<file path="src/rtl/sram_ctrl_pkg.sv">
package sram_ctrl_pkg;
  typedef enum logic [2:0] {
    ST_IDLE,
    ST_RD,
    ST_TURN,
    ST_WSU,
    ST_WPUL,
    ST_WHLD
  } seq_st_e;
endpackage

</file>
<file path="src/rtl/sram_ctrl_timer.sv">
module sram_ctrl_timer #(
  parameter int CNT_W = 3
) (
  input  logic             clk_i,
  input  logic             rst_ni,
  input  logic             load_i,
  input  logic [CNT_W-1:0] load_val_i,
  output logic             zero_o
);
  logic [CNT_W-1:0] cnt_q;

  always_ff @(posedge clk_i or negedge rst_ni) begin
    if (!rst_ni)            cnt_q <= '0;
    else if (load_i)        cnt_q <= load_val_i;
    else if (cnt_q != '0)   cnt_q <= cnt_q - 1'b1;
  end

  assign zero_o = (cnt_q == '0);
endmodule

</file>
<file path="src/rtl/sram_ctrl_seq.sv">
module sram_ctrl_seq
  import sram_ctrl_pkg::*;
#(
  parameter int CNT_W        = 3,
  parameter int RD_CYC       = 6,
  parameter int WR_SETUP_CYC = 1,
  parameter int WR_PULSE_CYC = 5,
  parameter int WR_HOLD_CYC  = 1,
  parameter int TURN_CYC     = 1
) (
  input  logic             clk_i,
  input  logic             rst_ni,
  input  logic             req_i,
  input  logic             req_wr_i,
  input  logic             tmr_zero_i,
  output logic             tmr_load_o,
  output logic [CNT_W-1:0] tmr_val_o,
  output seq_st_e          state_d_o,
  output logic             accept_o,
  output logic             capture_o,
  output logic             wdone_o
);
  seq_st_e state_q, state_d;
  logic    last_rd_q;

  always_comb begin
    state_d    = state_q;
    tmr_load_o = 1'b0;
    tmr_val_o  = '0;
    unique case (state_q)
      ST_IDLE: if (req_i) begin
        tmr_load_o = 1'b1;
        if (!req_wr_i) begin
          state_d   = ST_RD;
          tmr_val_o = CNT_W'(RD_CYC - 1);
        end else if (last_rd_q) begin
          state_d   = ST_TURN;
          tmr_val_o = CNT_W'(TURN_CYC - 1);
        end else begin
          state_d   = ST_WSU;
          tmr_val_o = CNT_W'(WR_SETUP_CYC - 1);
        end
      end
      ST_RD:   if (tmr_zero_i) state_d = ST_IDLE;
      ST_TURN: if (tmr_zero_i) begin
        state_d    = ST_WSU;
        tmr_load_o = 1'b1;
        tmr_val_o  = CNT_W'(WR_SETUP_CYC - 1);
      end
      ST_WSU:  if (tmr_zero_i) begin
        state_d    = ST_WPUL;
        tmr_load_o = 1'b1;
        tmr_val_o  = CNT_W'(WR_PULSE_CYC - 1);
      end
      ST_WPUL: if (tmr_zero_i) begin
        state_d    = ST_WHLD;
        tmr_load_o = 1'b1;
        tmr_val_o  = CNT_W'(WR_HOLD_CYC - 1);
      end
      ST_WHLD: if (tmr_zero_i) state_d = ST_IDLE;
      default: state_d = ST_IDLE;
    endcase
  end

  always_ff @(posedge clk_i or negedge rst_ni) begin
    if (!rst_ni) begin
      state_q   <= ST_IDLE;
      last_rd_q <= 1'b0;
    end else begin
      state_q <= state_d;
      if (state_q == ST_RD)       last_rd_q <= 1'b1;
      else if (state_q == ST_WSU) last_rd_q <= 1'b0;
    end
  end

  assign state_d_o = state_d;
  assign accept_o  = (state_q == ST_IDLE) && req_i;
  assign capture_o = (state_q == ST_RD) && tmr_zero_i;
  assign wdone_o   = (state_q == ST_WHLD) && tmr_zero_i;

  // no request, no departure from idle
  a_r7_idle_holds: assert property (@(posedge clk_i) disable iff (!rst_ni)
    (state_q == ST_IDLE && !req_i) |=> (state_q == ST_IDLE));
  // pulse phase only ever ends in hold
  a_r3_pulse_to_hold: assert property (@(posedge clk_i) disable iff (!rst_ni)
    (state_q == ST_WPUL) |=> (state_q == ST_WPUL || state_q == ST_WHLD));
  // read access returns straight to idle
  a_r2_read_exit: assert property (@(posedge clk_i) disable iff (!rst_ni)
    (state_q == ST_RD) |=> (state_q == ST_RD || state_q == ST_IDLE));
  // turnaround only leads into setup
  a_r6_turn_to_setup: assert property (@(posedge clk_i) disable iff (!rst_ni)
    (state_q == ST_TURN) |=> (state_q == ST_TURN || state_q == ST_WSU));
endmodule

</file>
<file path="src/rtl/sram_ctrl_pins.sv">
module sram_ctrl_pins
  import sram_ctrl_pkg::*;
#(
  parameter int ADDR_W = 17,
  parameter int DATA_W = 8
) (
  input  logic              clk_i,
  input  logic              rst_ni,
  input  seq_st_e           state_d_i,
  input  logic              accept_i,
  input  logic              capture_i,
  input  logic              wdone_i,
  input  logic [ADDR_W-1:0] addr_i,
  input  logic [DATA_W-1:0] wdata_i,
  input  logic [DATA_W-1:0] dq_i,
  output logic [ADDR_W-1:0] addr_o,
  output logic              sel_n_o,
  output logic              sel_o,
  output logic              oe_n_o,
  output logic              we_n_o,
  output logic [DATA_W-1:0] dq_o,
  output logic              dq_oe_o,
  output logic [DATA_W-1:0] rdata_o,
  output logic              done_o
);
  logic sel_d, drive_d;

  assign sel_d   = (state_d_i == ST_RD)   || (state_d_i == ST_WSU) ||
                   (state_d_i == ST_WPUL) || (state_d_i == ST_WHLD);
  assign drive_d = (state_d_i == ST_WPUL) || (state_d_i == ST_WHLD);

  // every pin comes straight from a flop: no glitches on strobes
  always_ff @(posedge clk_i or negedge rst_ni) begin
    if (!rst_ni) begin
      addr_o  <= '0;
      dq_o    <= '0;
      sel_n_o <= 1'b1;
      sel_o   <= 1'b0;
      oe_n_o  <= 1'b1;
      we_n_o  <= 1'b1;
      dq_oe_o <= 1'b0;
      rdata_o <= '0;
      done_o  <= 1'b0;
    end else begin
      if (accept_i) begin
        addr_o <= addr_i;
        dq_o   <= wdata_i;
      end
      sel_n_o <= !sel_d;
      sel_o   <= sel_d;
      oe_n_o  <= (state_d_i != ST_RD);
      we_n_o  <= (state_d_i != ST_WPUL);
      dq_oe_o <= drive_d;
      if (capture_i) rdata_o <= dq_i;
      done_o  <= capture_i | wdone_i;
    end
  end

  a_r5_oe_high_in_write: assert property (@(posedge clk_i) disable iff (!rst_ni)
    !we_n_o |-> oe_n_o);
  a_r4_no_contention: assert property (@(posedge clk_i) disable iff (!rst_ni)
    dq_oe_o |-> (oe_n_o && !sel_n_o));
  a_r4_drive_with_pulse: assert property (@(posedge clk_i) disable iff (!rst_ni)
    $fell(we_n_o) |-> dq_oe_o);
  a_r9_we_needs_sel: assert property (@(posedge clk_i) disable iff (!rst_ni)
    !we_n_o |-> (!sel_n_o && sel_o));
  a_r10_addr_stable: assert property (@(posedge clk_i) disable iff (!rst_ni)
    (!sel_n_o && $past(!sel_n_o)) |-> $stable(addr_o));
  a_r8_done_single: assert property (@(posedge clk_i) disable iff (!rst_ni)
    done_o |=> !done_o);
endmodule

</file>
<file path="src/rtl/sram_ctrl.sv">
module sram_ctrl
  import sram_ctrl_pkg::*;
#(
  parameter int ADDR_W       = 17,
  parameter int DATA_W       = 8,
  parameter int RD_CYC       = 6,
  parameter int WR_SETUP_CYC = 1,
  parameter int WR_PULSE_CYC = 5,
  parameter int WR_HOLD_CYC  = 1,
  parameter int TURN_CYC     = 1
) (
  input  logic              clk_i,
  input  logic              rst_ni,
  input  logic              req_i,
  input  logic              req_wr_i,
  input  logic [ADDR_W-1:0] req_addr_i,
  input  logic [DATA_W-1:0] req_wdata_i,
  output logic [DATA_W-1:0] rsp_rdata_o,
  output logic              rsp_done_o,
  output logic [ADDR_W-1:0] mem_addr_o,
  output logic              mem_sel_n_o,
  output logic              mem_sel_o,
  output logic              mem_oe_n_o,
  output logic              mem_we_n_o,
  output logic [DATA_W-1:0] mem_dq_o,
  output logic              mem_dq_oe_o,
  input  logic [DATA_W-1:0] mem_dq_i
);
  localparam int MAX_A   = (RD_CYC > WR_PULSE_CYC) ? RD_CYC : WR_PULSE_CYC;
  localparam int MAX_B   = (WR_SETUP_CYC > WR_HOLD_CYC) ? WR_SETUP_CYC : WR_HOLD_CYC;
  localparam int MAX_C   = (MAX_A > MAX_B) ? MAX_A : MAX_B;
  localparam int MAX_CYC = (MAX_C > TURN_CYC) ? MAX_C : TURN_CYC;
  localparam int CNT_W   = (MAX_CYC > 1) ? $clog2(MAX_CYC) : 1;

  logic             tmr_load, tmr_zero, accept, capture, wdone;
  logic [CNT_W-1:0] tmr_val;
  seq_st_e          state_d;

  sram_ctrl_timer #(.CNT_W(CNT_W)) u_timer (
    .clk_i      (clk_i),
    .rst_ni     (rst_ni),
    .load_i     (tmr_load),
    .load_val_i (tmr_val),
    .zero_o     (tmr_zero)
  );

  sram_ctrl_seq #(
    .CNT_W        (CNT_W),
    .RD_CYC       (RD_CYC),
    .WR_SETUP_CYC (WR_SETUP_CYC),
    .WR_PULSE_CYC (WR_PULSE_CYC),
    .WR_HOLD_CYC  (WR_HOLD_CYC),
    .TURN_CYC     (TURN_CYC)
  ) u_seq (
    .clk_i      (clk_i),
    .rst_ni     (rst_ni),
    .req_i      (req_i),
    .req_wr_i   (req_wr_i),
    .tmr_zero_i (tmr_zero),
    .tmr_load_o (tmr_load),
    .tmr_val_o  (tmr_val),
    .state_d_o  (state_d),
    .accept_o   (accept),
    .capture_o  (capture),
    .wdone_o    (wdone)
  );

  sram_ctrl_pins #(.ADDR_W(ADDR_W), .DATA_W(DATA_W)) u_pins (
    .clk_i     (clk_i),
    .rst_ni    (rst_ni),
    .state_d_i (state_d),
    .accept_i  (accept),
    .capture_i (capture),
    .wdone_i   (wdone),
    .addr_i    (req_addr_i),
    .wdata_i   (req_wdata_i),
    .dq_i      (mem_dq_i),
    .addr_o    (mem_addr_o),
    .sel_n_o   (mem_sel_n_o),
    .sel_o     (mem_sel_o),
    .oe_n_o    (mem_oe_n_o),
    .we_n_o    (mem_we_n_o),
    .dq_o      (mem_dq_o),
    .dq_oe_o   (mem_dq_oe_o),
    .rdata_o   (rsp_rdata_o),
    .done_o    (rsp_done_o)
  );
endmodule

</file>
<file path="config.mk">
export PLATFORM = sky130hd
export DESIGN_NAME = sram_ctrl
export DESIGN_NICKNAME = d
export VERILOG_FILES = /design/src/rtl/sram_ctrl_pkg.sv /design/src/rtl/sram_ctrl_timer.sv /design/src/rtl/sram_ctrl_seq.sv /design/src/rtl/sram_ctrl_pins.sv /design/src/rtl/sram_ctrl.sv
export SDC_FILE = /design/constraint.sdc
export NUM_CORES = 1
export LEC_CHECK = 0
export BUFFER_PORTS_ARGS = -buffer_cell sky130_fd_sc_hd__buf_2
export CELL_PAD_IN_SITES_DETAIL_PLACEMENT = 0
export CELL_PAD_IN_SITES_GLOBAL_PLACEMENT = 1
export CORE_ASPECT_RATIO = 1.4
export CORE_MARGIN = 3
export CORE_UTILIZATION = 37
export DETAILED_ROUTE_END_ITERATION = 6
export MAX_ROUTING_LAYER = met4
export PLACE_DENSITY = 0.89
export SLEW_MARGIN = 20
export SYNTH_ARGS = -nofsm -noshare
export SYNTH_HDL_FRONTEND = slang
export SYNTH_SLANG_ARGS = --single-unit
</file>
<file path="constraint.sdc">
create_clock -name clk_i -period 2.2 [get_ports clk_i]
set_input_delay 0.66 -clock clk_i [delete_from_list [all_inputs] [get_ports clk_i]]
set_output_delay 0.66 -clock clk_i [all_outputs]
set_load 0.01 [all_outputs]
</file>
==> After elaboration in Yosys (flattened, before gate mapping) <==
Index checks and enable logic that the tools add are counted.
{ "word_totals": {"wordCells": 59, "reg_bits": 46, "output_inout_bits": 39} }
{ "op_classes": {"n_bitwise": 1, "n_reduce_logical": 15, "n_addsub": 1, "eq_ne": 11, "muxes": 19} }
{ "ops": {"columns": ["operator", "n"], "rows": [
  ["3-bit two-way mux", 11],
  ["3-bit one-hot mux with 5 select lines", 1],
  ["3-bit equality test, second input constant", 4],
  ["3-bit by 2-bit equality test with 1-bit output, second input constant", 3],
  ["3-bit by 1-bit equality test with 1-bit output, second input constant", 2],
  ["3-bit zero test", 2],
  ["3-bit one-hot mux with 2 select lines", 1],
  ["1-bit two-way mux", 5],
  ["1-bit logical OR", 4],
  ["2-bit nonzero test", 2],
  ["1-bit logical AND", 3],
  ["3-bit by 1-bit inequality test with 1-bit output, second input constant", 1],
  ["3-bit inequality test, second input constant", 1],
  ["3-bit nonzero test", 1],
  ["3-bit OR reduction", 1],
  ["3-bit by 1-bit subtractor with 3-bit output, second input constant", 1],
  ["1-bit one-hot mux with 2 select lines", 1],
  ["2-bit OR reduction", 1],
  ["1-bit zero test", 1],
  ["1-bit OR", 1]
]} }

==> Depth between registers and ports, before layout <==
Gate-level depths: netlist of the first run.
{ "depth": {"word_depth": 9, "mapped_depth": 6, "ltp_nobuf": 6} }

==> Modules after synthesis <==
A second synthesis of the first run with hierarchy kept.
{ "unflattened": {"hier_cells": 139, "hier_area_um2": 2015.7} }
{ "by_module_without_submodules": {"columns": ["mod", "cells_each", "area_per_inst_um2", "seq_area_each_um2", "instances"], "rows": [
  ["sram_ctrl_pins", 83, 1525.2, 979.7, 1],
  ["sram_ctrl_seq", 35, 290.3, 100.1, 1],
  ["sram_ctrl_timer", 21, 200.2, 75.1, 1]
]} }

==> Least setup slack after synthesis of the first run <==
OpenSTA, ideal clock, no wires.
{ "synth_path": {"path_type": "input port to flip-flop", "from": "input req_i", "to": "register u_pins.addr_o[10]", "path_stages": 3, "path_buffers": 1, "arrival_ns": 1.643, "setup_time_ns": 0.125, "setup_slack_ns": 0.432, "t_required_ns": 2.075, "cell_sequence": "nor4b_4 -> buf_6 -> mux2_2"} }
{ "synth_via": {"elab_chain_len": 1} }
{ "synth_rtl": {"columns": ["item", "line_no", "text"], "rows": [
  ["from (decl)", "sram_ctrl.sv:14", "input logic req_i,"],
  ["1-bit logical AND", "sram_ctrl_seq.sv:77", "assign accept_o = (state_q == ST_IDLE) && req_i;"],
  ["to (signal assigned)", "sram_ctrl_pins.sv:46", "addr_o <= addr_i;"],
  ["to (decl)", "sram_ctrl_pins.sv:16", "output logic [ADDR_W-1:0] addr_o,"]
]} }
No other way between the ends.
A chain may end at the register's enable or synchronous reset.

==> Worst setup path after layout of the first run <==
{ "layout_path": {"from": "register u_timer.cnt_q[0]", "to": "register u_pins.rdata_o[4]"} }
{ "layout_via": {"elab_chain_len": 2} }
{ "layout_rtl": {"columns": ["item", "line_no", "text"], "rows": [
  ["from (decl)", "sram_ctrl_timer.sv:10", "logic [CNT_W-1:0] cnt_q;"],
  ["from (signal assigned)", "sram_ctrl_timer.sv:14", "else if (load_i) cnt_q <= load_val_i;"],
  ["from (signal assigned)", "sram_ctrl_timer.sv:15", "else if (cnt_q != '0) cnt_q <= cnt_q - 1'b1;"],
  ["3-bit zero test", "sram_ctrl_timer.sv:18", "assign zero_o = (cnt_q == '0);"],
  ["1-bit logical AND", "sram_ctrl_seq.sv:78", "assign capture_o = (state_q == ST_RD) && tmr_zero_i;"],
  ["to (signal assigned)", "sram_ctrl_pins.sv:54", "if (capture_i) rdata_o <= dq_i;"],
  ["to (decl)", "sram_ctrl_pins.sv:23", "output logic [DATA_W-1:0] rdata_o,"]
]} }
No other way between the ends.

==> run summary, run 1 <==
largest net degree at the start of global routing - 28
vias in the first global route - 1339
Hold Crit Class - in -> async
Ant. Diodes - 0
CP Max Fanout - 8
postcts setup bufs - 0
Sum Neg Setup Slack - 0 ns
CTS resizes - 0
H-tree Lvls - 2
outcome - finished clean
DR pass1 iterations - 4
Seq/Total Area, Yosys - 0.6141
DIE AREA - 5986 µm²
Area growth syn-to-layout - 29.54%
syn_area_per_cell - 14.14 µm²
post-route cell area - 2436 µm²
Cell Rows - 30
vias per cell - 4.754
DP Area - 2357 µm²
commonest non-fill, non-tap cell in the layout - buf_2
initial antenna violation count - 0
Worst Setup Start Kind - register
wire per inst - 13.25 µm
synth unique cells - 29
RSZ-0062 raised after global routing - no
clk_lat worst skew - 0.30 ns
Synth Register Bits - 46
Slew @ Worst Pin - 0.4760 ns
clock slew at reported path FFs - 0.07 ns
final hold violation count - 0
clk sinks - 46
Tmin final - 1.711 ns
CP arrival - 1.89 ns
Slew HR - 0.6827
Remaining DRCs - 0
crit path kind - reg -> reg
YS warnings - 0
Final Setup Violations - 0
most frequent cells in the layout - 75 x buf_2, 43 x dfrtp_1, 33 x mux2_2
Core Area - 4880 µm²
first-pass GRT wire length - 6.237 mm
MaxCap Viol Count - 0
Pins Over Slew Limit - 0
Total Wirelength - 3.709 mm
Initial Util - 0.3854
PD cells - 1481 nW/µm²
Final Wtd Congestion - 0.7178
Crit path required time - 2.38 ns
Max Clock Skew - 0.008076 ns
Detail Route Antenna Nets - 0
share of post-route cells with drive strength above 1 - 0.5833
gr ovfl total - 0
IO Port Bufs - 75
Post-Syn Area - 1881 µm²
Mapped Cells - 133
Synthesized Nets - 172
hold buffer count at CTS - 0
overall die width - 66.25 µm
CTS buffer count - 5
boundary pin count - 76
Final Cycle Share - 0.7779
Fmax achieved - 584.3 MHz
Post-Place Worst Slack - 0.3293 ns
CP endpoint kind - register
final worst slack - 0.4886 ns
leak pwr - 1.194 nW
placed cells - 273
peak supply drop - 0.5829 mV
nets@finish - 255
Final Instance Count excl. Fillers - 280
HPWL Detailed - 2.918 mm
Bufs on Longest Clock Path - 2
die height - 90.36 µm
CTS tree - done
root buffer cell - clkbuf_8
via count - 1331
Total Routing Usage GR - 0.1382
DRT iter0 DRCs - 56
## synthesized netlist by cell type (all sizes together)
library cell | n | area (µm²)
a22oi | 1 | 7.510
nand3b | 2 | 15.01
nand2b | 2 | 12.51
buf | 4 | 32.53
nor4bb | 1 | 10.01
nor4b | 1 | 23.77
o21bai | 3 | 22.52
nor2b | 1 | 6.260
ha | 2 | 25.02
and3 | 1 | 6.260
mux2 | 33 | 371.6
a31oi | 2 | 12.51
clkbuf | 1 | 3.750
a21o | 1 | 7.510
inv | 2 | 7.510
a21oi | 3 | 15.01
nor2 | 9 | 33.78
o21ai | 3 | 15.01
o211a | 1 | 10.01
a2bb2oi | 1 | 8.760
nand2 | 8 | 30.03
dfrtp | 43 | 1076
dfstp | 3 | 78.83
and2b | 1 | 7.510
nor3b | 1 | 7.510
o31a | 1 | 8.760
a311oi | 1 | 15.01
mux2i | 1 | 10.01
## through the flow
stage / hold WS (ns) / total power [mW] / util
global route: 0.3228 / 3.912 / 0.4992
global placement: 0.4653 / 3.139 / 0.4831
detailed placement: 0.4845 / 3.190 / 0.4831
CTS: 0.3172 / 3.676 / 0.4992
finish: 0.3165 / 3.608 / 0.4992
floorplan: 0.3644 / 2.584 / -
## worst paths after layout
kind                       slack [ns]                          start  cells after the start                             to
min                              0.32                         rst_ni                      1  u_pins.rdata_o[6]$_DFFE_PN0P_
max                              0.49   u_timer.cnt_q[0]$_DFFE_PN0P_                      6  u_pins.rdata_o[4]$_DFFE_PN0P_
min reg2reg                      0.50  u_pins.rdata_o[1]$_DFFE_PN0P_                      1  u_pins.rdata_o[1]$_DFFE_PN0P_
max reg2reg                      0.49   u_timer.cnt_q[0]$_DFFE_PN0P_                      6  u_pins.rdata_o[4]$_DFFE_PN0P_
min in group clk_i               0.50  u_pins.rdata_o[1]$_DFFE_PN0P_                      1  u_pins.rdata_o[1]$_DFFE_PN0P_
max in group asynchronous        1.32                         rst_ni                      2        u_pins.we_n_o$_DFF_PN1_
## critical path: stages, from the launching register on
cell and delay, ns:
dfrtp_1 0.38, inv_1 0.10, ha_1 0.23, nand2b_1 0.09, nor2_1 0.12, nand3b_1 0.30, mux2_2 0.38
## layout make-up
class | instances | area, µm²
Clock inverter | 2 | 10.01
Tap cell | 64 | 80.08
Multi-Input combinational cell | 80 | 681.9
Fill cell | 463 | 2444
Sequential cell | 46 | 1155
Clock buffer | 5 | 68.82
Timing Repair Buffer | 81 | 432.9
Inverter | 2 | 7.507
## power breakdown
group	switching, mW	total [mW]	internal (mW)
logic	0.770	1.61	0.839
registers	0.228	1.52	1.29
clock network	0.263	0.477	0.213
## logic make-up (layout without fill, tap and decap cells)
family                     count (synthesis)  count (layout)  synth area share
DFF                                       46              46            0.6141
muxes                                     34              34            0.2029
and+or+nand+nor                           27              27           0.08117
AOI/OAI and AO/OA                         17              17           0.06520
buffers and inverters                      7              90           0.02329
adders and majority gates                  2               2           0.01330
## flip-flops by register name, indices dropped and copies added, names as in the netlist
signal           flops
u_pins.rdata_o       8
u_pins.sel_o         1
u_pins.dq_o          8
u_seq.last_rd_q      1
u_pins.we_n_o        1
u_timer.cnt_q        3
u_pins.addr_o       17
u_pins.done_o        1
u_seq.state_q        3
u_pins.oe_n_o        1
u_pins.dq_oe_o       1
u_pins.sel_n_o       1
## per-layer routing
layer | track usage | share of wire
met5 | - | 0
met4 | 0.06610 | 0.022
met3 | 0.03238 | 0.058
met2 | 0.2345 | 0.55
met1 | 0.1474 | 0.37
No activity file was read; power rests on OpenSTA's default activity.
==> run 2: changes to the inputs <==
--- a/config.mk
+++ b/config.mk
@@ -10,10 +10,10 @@
 export CELL_PAD_IN_SITES_GLOBAL_PLACEMENT = 1
 export CORE_ASPECT_RATIO = 1.4
 export CORE_MARGIN = 3
-export CORE_UTILIZATION = 37
+export CORE_UTILIZATION = 33
 export DETAILED_ROUTE_END_ITERATION = 6
 export MAX_ROUTING_LAYER = met4
-export PLACE_DENSITY = 0.89
+export PLACE_DENSITY = 0.85
 export SLEW_MARGIN = 20
 export SYNTH_ARGS = -nofsm -noshare
 export SYNTH_HDL_FRONTEND = slang
==> constraint.sdc (replaced) <==
create_clock -name clk_i -period 1.5 [get_ports clk_i]
set_input_delay 0.45 -clock clk_i [delete_from_list [all_inputs] [get_ports clk_i]]
set_output_delay 0.45 -clock clk_i [all_outputs]
set_load 0.01 [all_outputs]
==> run summary, run 2 (synthesized netlist as in run 1, its figures left out) <==
outcome - finished with violations (was finished clean)
failing checks - setup timing
overall die width - 69.80 µm (was 66.25 µm)
clk_lat worst skew - 0.29 ns (was 0.30 ns)
Final Wtd Congestion - 0.7136 (was 0.7178)
fill count - 493 (was 463)
worst path bufs/invs - 2 (was 1)
Max Clock Skew - 0.004266 ns (was 0.008076 ns)
total power - 5.891 mW (was 3.608 mW)
largest registers - u_pins.addr_o: 17 flops, u_pins.dq_o: 8 flops, u_pins.rdata_o: 8 flops (unchanged)
most frequent cells in the layout - 75 x buf_2, 43 x dfrtp_1, 24 x mux2_2 (was 75 x buf_2, 43 x dfrtp_1, 33 x mux2_2)
wire per inst - 14.60 µm (was 13.25 µm)
Final Instance Count excl. Fillers - 291 (was 280)
Net Sw Power - 2.048 mW (was 1.262 mW)
Final Cycle Share - 1.060 (was 0.7779)
largest net degree at the start of global routing - 47 (was 28)
Sw Share - 0.3476 (was 0.3498)
via count - 1374 (was 1331)
peak supply drop - 1.021 mV (was 0.5829 mV)
Cell Rows - 31 (was 30)
die height - 95.32 µm (was 90.36 µm)
Area growth syn-to-layout - 40.39% (was 29.54%)
initial antenna violation count - 0 (unchanged)
HPWL Detailed - 2.874 mm (was 2.918 mm)
root buffer cell - clkbuf_8 (unchanged)
crit path kind - reg -> reg (unchanged)
Comb power frac - 0.496 (was 0.446)
leak pwr - 1.292 nW (was 1.194 nW)
commonest non-fill, non-tap cell in the layout - buf_2 (unchanged)
CP Max Fanout - 7 (was 8)
Initial Util - 0.3513 (was 0.3854)
H-tree Lvls - 2 (unchanged)
Slew @ Worst Pin - 0.3112 ns (was 0.4760 ns)
DR pass1 iterations - 4 (unchanged)
Slew HR - 0.7925 (was 0.6827)
clock slew at reported path FFs - 0.08 ns (was 0.07 ns)
Total Wirelength - 4.248 mm (was 3.709 mm)
Crit path required time - 1.68 ns (was 2.38 ns)
CP endpoint kind - register (unchanged)
boundary pin count - 76 (unchanged)
Detail Route Antenna Nets - 0 (unchanged)
Tmin final - 1.590 ns (was 1.711 ns)
Largest register FFs - 17 (unchanged)
Core Area - 5353 µm² (was 4880 µm²)
Hold Crit Class - in -> async (unchanged)
PD cells - 2232 nW/µm² (was 1481 nW/µm²)
Total Routing Usage GR - 0.1274 (was 0.1382)
share of post-route cells with drive strength above 1 - 0.6311 (was 0.5833)
Reg2Reg Depth - 4 (was 6)
final hold violation count - 0 (unchanged)
clock share of power - 0.128 (was 0.132)
Sum Neg Setup Slack - -1.155 ns (was 0 ns)
vias in the first global route - 1360 (was 1339)
Remaining DRCs - 0 (unchanged)
DIE AREA - 6653 µm² (was 5986 µm²)
nets@finish - 264 (was 255)
Bufs on Longest Clock Path - 2 (unchanged)
first-pass GRT wire length - 6.444 mm (was 6.237 mm)
hold buffer count at CTS - 0 (unchanged)
Final Setup Violations - 15 (was 0)
gr ovfl total - 0 (unchanged)
DRT iter0 DRCs - 38 (was 56)
IO Port Bufs - 75 (unchanged)
placed cells - 277 (was 273)
Fin Hold WS - 0.1303 ns (was 0.3165 ns)
clk sinks - 46 (unchanged)
Slowest-stage cell, CP - dfrtp_1 (unchanged)
CP peak stage delay - 0.43 ns (was 0.38 ns)
Ant. Diodes - 0 (unchanged)
vias per cell - 4.722 (was 4.754)
Pins Over Slew Limit - 0 (unchanged)
Fmax achieved - 628.9 MHz (was 584.3 MHz)
RSZ-0062 raised after global routing - yes (was no)
CTS buffer count - 5 (unchanged)
crit-path cells - nor4b_4 -> buf_4 -> clkbuf_16 -> mux2_4 (was inv_1 -> ha_1 -> nand2b_1 -> nor2_1 -> nand3b_1 -> mux2_2)
Flop pwr share - 0.376 (was 0.422)
MaxCap Viol Count - 0 (unchanged)
Int Power - 3.844 mW (was 2.346 mW)
Post-Place Worst Slack - -0.05886 ns (was 0.3293 ns)
WP depth - 4 (was 6)
Top reg by flops - u_pins.addr_o (unchanged)
CTS tree - done (unchanged)
Worst Setup Start Kind - register (unchanged)
final worst slack - -0.09012 ns (was 0.4886 ns)
Worst path top cell family by delay - flip-flops (was simple AND/OR/NAND/NOR gates)
CP arrival - 1.77 ns (was 1.89 ns)
[run 2: final cells by class]
type / count / area [µm²] / area share
well taps: 66 / 82.58 / 0.03128
repair buffers: 90 / 538.0 / 0.2038
inverters: 2 / 7.507 / 0.002844
flip-flops and latches: 46 / 1155 / 0.4374
clock buffers: 7 / 86.33 / 0.03270
multi-input cells: 80 / 770.7 / 0.2919
[run 2: stage by stage]
step           instance area [µm²]  utilization
2_1_floorplan                 1907            -
3_3_place_gp                  2414       0.4509
3_5_place_dp                  2414       0.4509
4_1_cts                       2500       0.4670
5_1_grt                       2640       0.4932
6_report                      2640       0.4932
[run 2: path summary, 6_finish.rpt]
kind,from,slack [ns],end
setup reg to reg,u_seq.state_q[2]$_DFF_PN0_,-0.09,u_pins.addr_o[0]$_DFFE_PN0P_
min in group clk_i,mem_dq_i[0],0.39,u_pins.rdata_o[0]$_DFFE_PN0P_
max in group asynchronous,rst_ni,1.11,u_pins.oe_n_o$_DFF_PN1_
hold / removal,rst_ni,0.13,u_seq.last_rd_q$_DFFE_PN0P_
hold reg to reg,u_seq.last_rd_q$_DFFE_PN0P_,0.49,u_seq.last_rd_q$_DFFE_PN0P_
setup / recovery,u_seq.state_q[2]$_DFF_PN0_,-0.09,u_pins.addr_o[0]$_DFFE_PN0P_
[run 2: per-layer routing]
layer / up-vias / part of all wire / GRT usage
met2: 39 / 0.55 / 0.2295
met3: 8 / 0.050 / 0.02848
met4: 0 / 0.018 / 0.05431
met5: - / 0 / -
met1: 678 / 0.39 / 0.1342
li1: 649 / - / -
[run 2: worst register-to-register path: stages, from the launching register on]
cell and delay (ns):
dfrtp_1 0.43, nor4b_4 0.38, buf_4 0.22, clkbuf_16 0.17, mux2_4 0.30
[run 2: power groups by stage]
| stage | clock, mW | sequential (mW) | combinational (mW) |
|---|---|---|---|
| after floorplan | 0 | 2.49 | 1.38 |
| after global placement | 0 | 2.22 | 2.57 |
| after detailed placement | 0 | 2.23 | 2.61 |
| after CTS | 0.796 | 2.21 | 2.62 |
| after global routing | 0.860 | 2.30 | 3.20 |
| final | 0.754 | 2.22 | 2.92 |
[run 2: what timing repair did]
| item | 4_1_cts | 5_1_grt |
|---|---|---|
| endpoints found under the setup margin | 20 | 35 |
| buffers inserted | 0 | 5 |
| cloned | 0 | 2 |
| resized for setup | 0 | 14 |
| pin swaps | 0 | 3 |
